$ cat config.mk
export PLATFORM = sky130hd
export DESIGN_NAME = vec_chan_decoder
export DESIGN_NICKNAME = d
export VERILOG_FILES = /design/src/rtl/vdec_pkg.sv /design/src/rtl/vdec_char_map.sv /design/src/rtl/vdec_resolve.sv /design/src/rtl/vdec_compare.sv /design/src/rtl/vec_chan_decoder.sv
export SDC_FILE = /design/constraint.sdc
export NUM_CORES = 1
export LEC_CHECK = 0
export CAP_MARGIN = 5
export CORE_UTILIZATION = 40
export DETAILED_ROUTE_END_ITERATION = 8
export GPL_TIMING_DRIVEN = 0
export HOLD_SLACK_MARGIN = 0.05
export SYNTH_ARGS = -nofsm -noshare
export SYNTH_HDL_FRONTEND = slang
export SYNTH_SLANG_ARGS = --single-unit
$ cat constraint.sdc
create_clock -name clk -period 5.3 [get_ports clk]
set_input_delay 0.53 -clock clk [delete_from_list [all_inputs] [get_ports clk]]
set_output_delay 0.53 -clock clk [all_outputs]
set_load 0.03 [all_outputs]
$ cat src/rtl/vdec_pkg.sv
package vdec_pkg;

  typedef enum logic [3:0] {
    OP_D1   = 4'd0,
    OP_D0   = 4'd1,
    OP_DHEH = 4'd2,
    OP_DLEL = 4'd3,
    OP_EH   = 4'd4,
    OP_EL   = 4'd5,
    OP_OFF  = 4'd6,
    OP_DLEH = 4'd7,
    OP_DHEL = 4'd8,
    OP_EV   = 4'd9,
    OP_EI   = 4'd10
  } op_e;

  typedef enum logic [2:0] {
    EXP_NONE    = 3'd0,
    EXP_HI      = 3'd1,
    EXP_LO      = 3'd2,
    EXP_VALID   = 3'd3,
    EXP_INVALID = 3'd4
  } exp_e;

  typedef enum logic [1:0] {
    REF_PLAIN  = 2'd0,
    REF_REPEAT = 2'd1,
    REF_INVERT = 2'd2
  } ref_e;

  typedef struct packed {
    logic drv_en;
    logic drv_lvl;
    exp_e expect_mode;
  } pinctl_t;

  function automatic op_e op_invert(input op_e o);
    case (o)
      OP_D1:   return OP_D0;
      OP_D0:   return OP_D1;
      OP_DHEH: return OP_DLEL;
      OP_DLEL: return OP_DHEH;
      OP_EH:   return OP_EL;
      OP_EL:   return OP_EH;
      OP_DLEH: return OP_DHEL;
      OP_DHEL: return OP_DLEH;
      OP_EV:   return OP_EI;
      OP_EI:   return OP_EV;
      default: return OP_OFF;
    endcase
  endfunction

  function automatic pinctl_t op_decode(input op_e o);
    pinctl_t c;
    c = '{drv_en: 1'b0, drv_lvl: 1'b0, expect_mode: EXP_NONE};
    case (o)
      OP_D1:   c = '{drv_en: 1'b1, drv_lvl: 1'b1, expect_mode: EXP_NONE};
      OP_D0:   c = '{drv_en: 1'b1, drv_lvl: 1'b0, expect_mode: EXP_NONE};
      OP_DHEH: c = '{drv_en: 1'b1, drv_lvl: 1'b1, expect_mode: EXP_HI};
      OP_DLEL: c = '{drv_en: 1'b1, drv_lvl: 1'b0, expect_mode: EXP_LO};
      OP_EH:   c = '{drv_en: 1'b0, drv_lvl: 1'b0, expect_mode: EXP_HI};
      OP_EL:   c = '{drv_en: 1'b0, drv_lvl: 1'b0, expect_mode: EXP_LO};
      OP_DLEH: c = '{drv_en: 1'b1, drv_lvl: 1'b0, expect_mode: EXP_HI};
      OP_DHEL: c = '{drv_en: 1'b1, drv_lvl: 1'b1, expect_mode: EXP_LO};
      OP_EV:   c = '{drv_en: 1'b0, drv_lvl: 1'b0, expect_mode: EXP_VALID};
      OP_EI:   c = '{drv_en: 1'b0, drv_lvl: 1'b0, expect_mode: EXP_INVALID};
      default: c = '{drv_en: 1'b0, drv_lvl: 1'b0, expect_mode: EXP_NONE};
    endcase
    return c;
  endfunction

endpackage

$ cat src/rtl/vdec_char_map.sv
module vdec_char_map
  import vdec_pkg::*;
#(
  parameter int CHAR_W = 8
) (
  input  logic [CHAR_W-1:0] ch,
  output op_e               op,
  output ref_e              kind,
  output logic              legal
);

  localparam logic [CHAR_W-1:0] K_ONE   = CHAR_W'(8'h31);
  localparam logic [CHAR_W-1:0] K_ZERO  = CHAR_W'(8'h30);
  localparam logic [CHAR_W-1:0] K_LC_H  = CHAR_W'(8'h68);
  localparam logic [CHAR_W-1:0] K_LC_L  = CHAR_W'(8'h6C);
  localparam logic [CHAR_W-1:0] K_UC_H  = CHAR_W'(8'h48);
  localparam logic [CHAR_W-1:0] K_UC_L  = CHAR_W'(8'h4C);
  localparam logic [CHAR_W-1:0] K_TRI   = CHAR_W'(8'h5A);
  localparam logic [CHAR_W-1:0] K_SLASH = CHAR_W'(8'h2F);
  localparam logic [CHAR_W-1:0] K_BSL   = CHAR_W'(8'h5C);
  localparam logic [CHAR_W-1:0] K_VAL   = CHAR_W'(8'h56);
  localparam logic [CHAR_W-1:0] K_INV   = CHAR_W'(8'h42);
  localparam logic [CHAR_W-1:0] K_RPT   = CHAR_W'(8'h52);
  localparam logic [CHAR_W-1:0] K_CMP   = CHAR_W'(8'h49);

  always_comb begin
    op    = OP_OFF;
    kind  = REF_PLAIN;
    legal = 1'b1;
    case (ch)
      K_ONE:   op = OP_D1;
      K_ZERO:  op = OP_D0;
      K_LC_H:  op = OP_DHEH;
      K_LC_L:  op = OP_DLEL;
      K_UC_H:  op = OP_EH;
      K_UC_L:  op = OP_EL;
      K_TRI:   op = OP_OFF;
      K_SLASH: op = OP_DLEH;
      K_BSL:   op = OP_DHEL;
      K_VAL:   op = OP_EV;
      K_INV:   op = OP_EI;
      K_RPT:   kind = REF_REPEAT;
      K_CMP:   kind = REF_INVERT;
      default: legal = 1'b0;
    endcase
  end

endmodule

$ cat src/rtl/vdec_resolve.sv
module vdec_resolve
  import vdec_pkg::*;
(
  input  logic clk,
  input  logic rst_n,
  input  logic adv,
  input  op_e  op_in,
  input  ref_e kind,
  output op_e  op_eff
);

  op_e last_q;

  always_comb begin
    case (kind)
      REF_REPEAT: op_eff = last_q;
      REF_INVERT: op_eff = op_invert(last_q);
      default:    op_eff = op_in;
    endcase
  end

  always_ff @(posedge clk or negedge rst_n) begin
    if (!rst_n) begin
      last_q <= OP_OFF;
    end else if (adv && kind == REF_PLAIN) begin
      last_q <= op_in;
    end
  end

endmodule

$ cat src/rtl/vdec_compare.sv
module vdec_compare
  import vdec_pkg::*;
(
  input  op_e  op,
  input  logic cmp_hi,
  input  logic cmp_lo,
  input  logic rec_err_mode,
  output logic drv_en,
  output logic drv_lvl,
  output logic fail,
  output logic rec
);

  pinctl_t ctl;

  always_comb begin
    ctl     = op_decode(op);
    drv_en  = ctl.drv_en;
    drv_lvl = ctl.drv_lvl;
    case (ctl.expect_mode)
      EXP_HI:      fail = ~cmp_hi;
      EXP_LO:      fail = ~cmp_lo;
      EXP_VALID:   fail = ~(cmp_hi | cmp_lo);
      EXP_INVALID: fail = cmp_hi | cmp_lo;
      default:     fail = 1'b0;
    endcase
    rec = rec_err_mode ? fail : cmp_hi;
  end

endmodule

$ cat src/rtl/vec_chan_decoder.sv
module vec_chan_decoder
  import vdec_pkg::*;
#(
  parameter int CHAR_W = 8
) (
  input  logic              clk,
  input  logic              rst_n,
  input  logic              vec_valid,
  output logic              vec_ready,
  input  logic [CHAR_W-1:0] vec_char,
  input  logic              cmp_hi,
  input  logic              cmp_lo,
  input  logic              rec_err_mode,
  output logic              res_valid,
  input  logic              res_ready,
  output logic              drive_en,
  output logic              drive_val,
  output logic              err,
  output logic              rec_bit,
  output logic              illegal_code
);

  op_e  map_op;
  ref_e map_kind;
  logic map_legal;
  op_e  eff_op;
  logic c_en, c_lvl, c_fail, c_rec;
  logic accept;

  assign vec_ready = ~res_valid | res_ready;
  assign accept    = vec_valid & vec_ready;

  vdec_char_map #(.CHAR_W(CHAR_W)) u_map (
    .ch    (vec_char),
    .op    (map_op),
    .kind  (map_kind),
    .legal (map_legal)
  );

  vdec_resolve u_res (
    .clk    (clk),
    .rst_n  (rst_n),
    .adv    (accept),
    .op_in  (map_op),
    .kind   (map_kind),
    .op_eff (eff_op)
  );

  vdec_compare u_cmp (
    .op           (eff_op),
    .cmp_hi       (cmp_hi),
    .cmp_lo       (cmp_lo),
    .rec_err_mode (rec_err_mode),
    .drv_en       (c_en),
    .drv_lvl      (c_lvl),
    .fail         (c_fail),
    .rec          (c_rec)
  );

  always_ff @(posedge clk or negedge rst_n) begin
    if (!rst_n) begin
      res_valid    <= 1'b0;
      drive_en     <= 1'b0;
      drive_val    <= 1'b0;
      err          <= 1'b0;
      rec_bit      <= 1'b0;
      illegal_code <= 1'b0;
    end else begin
      if (accept) begin
        res_valid <= 1'b1;
        drive_en  <= c_en;
        drive_val <= c_lvl;
        err       <= c_fail;
        rec_bit   <= c_rec;
        if (!map_legal) illegal_code <= 1'b1;
      end else if (res_ready) begin
        res_valid <= 1'b0;
      end
    end
  end

endmodule

==> flow_summary_export.csv <==
group,metric,value,unit
run_status,outcome,"finished, final reports clean",
worst_setup_path,cp_cell_sequence,"clkdlybuf4s50_1, nor4b_1, nand3_1, or3_1, ha_1, or3b_2, a21oi_1, a211oi_1, a21oi_1, inv_1, ha_1, inv_1, a2111oi_0, a31oi_1, o2111ai_1, a31oi_1",
power,p_leak,0.5920,nW
global_routing,grt_pass1_wl,4.712,mm
clock_tree,cts.sinks,10,
placement,gp_routability_congestion,0.8594,
worst_setup_path,slowest_stage,"nor4b_1",
sta,post-route-period-util,86.10,%
worst_setup_path,end_kind,"flop",
clock_tree,clkLatencyLatePin,270,ps
yosys,yosysTopAreaCell,"dfrtp_1",
yosys,syn_area_per_cell,8.547,um2
yosys,synth_top_area_share,17.22,%
power,irDropWorstVdd,0.0002376,V
clock_tree,clk_path_buf_depth,2,
cells_and_area,area_growth,22.82,%
cells_and_area,fin_nets,186,
cells_and_area,diodes,0,
worst_setup_path,critPathBufInv,3,
worst_setup_path,cp_top_family,"simple AND/OR/NAND/NOR gates",
sta,slew_headroom,49.47,%
clock_tree,clk_pin_slew,70,ps
die,io_pins,22,
cells_and_area,drive_above_1_share,13.84,%
yosys,netlist_area,1162,um2
clock_tree,post_cts_buffers,0,
placement,dp_hpwl,2.208,mm
power,power.density,163.9,nW/um2
clock_tree,cts_resized,0,
placement,port_buffers,19,
routing,drc,0,
yosys,syn_nets,162,
yosys,synth_edf_count,0,
yosys,synth-async-reset-ratio,100.0,%
cells_and_area,ff_latch_area,252.7,um2
global_routing,grt_max_degree,11,
die,rows,19,
global_routing,grt_pass1_vias,1066,
die,start_util,42.15,%
worst_setup_path,critPathKind,"in2reg",
yosys,yosysSeqAreaShare,21.74,%
worst_hold_path,worst_hold_path_type,"reg2reg",
routing,vias,1112,
clock_tree,clockRootBuffer,"clkbuf_4",
routing,totalWireLength,2.750,mm
sta,setup_viol,0,
yosys,ys_seq_elements,10,
worst_setup_path,cp_max_fo,7,
worst_setup_path,crit_path_start_kind,"input port",
sta,worstMarginPinSlew,747.4,ps
routing,wl_per_cell,14.47,um
sta,fmax,219.1,MHz
die,die_x,55.91,um
global_routing,track_usage,18.83,%
cells_and_area,multiInputGateArea,833.3,um2
sta,period_minus_slack,4564,ps
sta,hold_violations,0,
clock_tree,cts_htree_levels,1,
run,max_cap_violations,0,
power,power,0.2339,mW
yosys,synthTopCellsByArea,"dfrtp_1 17%, ha_1 12%, dfstp_2 4.5%",
yosys,yosysUniqueCellTypes,57,
clock_tree,cts_buffers,3,
die,core-area,2758,um2
worst_setup_path,cp.required,5440,ps
yosys,synthCells,136,
die,dieArea,3125,um2
routing,antenna_left,0,
yosys,yosys_warnings,0,
sta,grt_setup_unrepaired,"no",
global_routing,gr-total-overflow,0,
clock_tree,hold_buffers,0,
routing,drtIter0Drc,68,
routing,dr.pass1.iters,5,
die,fp.dieH,55.91,um
sta,slew_viol_final,0,
worst_setup_path,max_stage_delay,720,ps
clock_tree,tritoncts,"yes",
yosys,synth_ff_type,"dfrtp_1",
routing,vias_per_cell,5.853,
global_routing,antenna_found_initial,0,
worst_setup_path,critPathArrivalTime,4710,ps
sta,tns,0,ps
cells_and_area,fill_cells,263,
sta,finClkSkew,0.8859,ps
## Yosys cell counts (all sizes together) (2+ instances only)
master / count
nand3b: 2
nor3b: 4
ha: 11
a211oi: 3
a31oi: 3
or3b: 3
clkbuf: 2
nand3: 2
and2: 2
o21ai: 8
inv: 12
a21o: 2
mux2i: 2
a21oi: 8
nand2b: 4
or3: 2
nand2: 11
nor4b: 4
dfrtp: 8
buf: 3
dfstp: 2
or4b: 2
nor3: 2
o22ai: 3
nor2: 6
a22o: 3
## layout make-up
cell class	instances	area share [%]
flip-flops and latches	10	17.70
multi-input cells	109	58.37
clock buffers	4	2.542
repair buffers	19	13.32
plain buffers	5	2.191
well taps	31	2.717
inverters	12	3.155
## cells by family after synthesis
kind of cell / after synthesis / synth area share [%]
multiplexers: 3 / 2.691
adder cells (fa/ha/maj): 11 / 11.84
flip-flops: 10 / 21.74
AND/OR/NAND/NOR: 50 / 27.02
buffers and inverters: 17 / 6.566
AO/OA/AOI/OAI: 44 / 29.39
XOR/XNOR: 1 / 0.7536
## path summary, 6_finish.rpt
check	startpoint	endpoint	slack, ps	cells past startpoint
hold / removal	drive_en	drive_en	480	2
setup / recovery	vec_char[5]	rec_bit	740	16
setup reg to reg	u_res.last_q[1]	rec_bit	2350	11
max in group asynchronous	rst_n	u_res.last_q[1]	4380	1
hold reg to reg	drive_en	drive_en	480	2
min in group asynchronous	rst_n	u_res.last_q[3]	580	1
## metal layers
layer / vias to the layer above / global-route usage (%) / part of all wire [%]
met5: - / 0 / 0
met4: 0 / 2.091 / 0
met3: 0 / 4.419 / 3.0
met2: 24 / 32.87 / 51
met1: 529 / 24.46 / 46
li1: 559 / - / -
## placed cells by master (no fill, tap or decap), drive strengths merged, types with 3 or more instances in the layout
cell,n
nand2,11
a22o,3
nor4b,4
nor3b,4
inv,12
dfrtp,8
a211oi,3
ha,11
o22ai,3
nand2b,4
clkdlybuf4s50,19
clkbuf,6
o21ai,8
buf,3
nor2,6
or3b,3
a31oi,3
a21oi,8
## worst register-to-register path: stages (launching register included)
cell and delay, ps:
dfstp_2 580, ha_1 160, mux2_2 330, a211oi_1 400, a21oi_1 180, inv_1 120
ha_1 190, inv_1 60, a2111oi_0 350, a31oi_1 100, o2111ai_1 240, a31oi_1 130
## power by group
group          leakage (nW)  switching, mW  internal (mW)
Combinational         0.453         0.0423         0.0346
Sequential            0.118        0.00424         0.0833
Clock                0.0210         0.0278         0.0418
## flip-flops by register name, summed over array words and instances, names as in the netlist
name,flops
illegal_code,1
err,1
u_res.last_q,4
res_valid,1
drive_en,1
drive_val,1
rec_bit,1
## stage by stage
stage                     cell area [um2]  cells  util (%)  hold slack, ps  worst slack [ps]
after floorplan                      1162    136         -           234.4              1627
after global placement               1391    186     50.45           471.6             552.4
after detailed placement             1391    186     50.45           472.5             548.6
after CTS                            1428    190     51.77           488.0             816.0
after global routing                 1428    190     51.77           508.4             479.5
final                                1428    190     51.77           483.8             736.5
(Power assumes the default switching activity.)
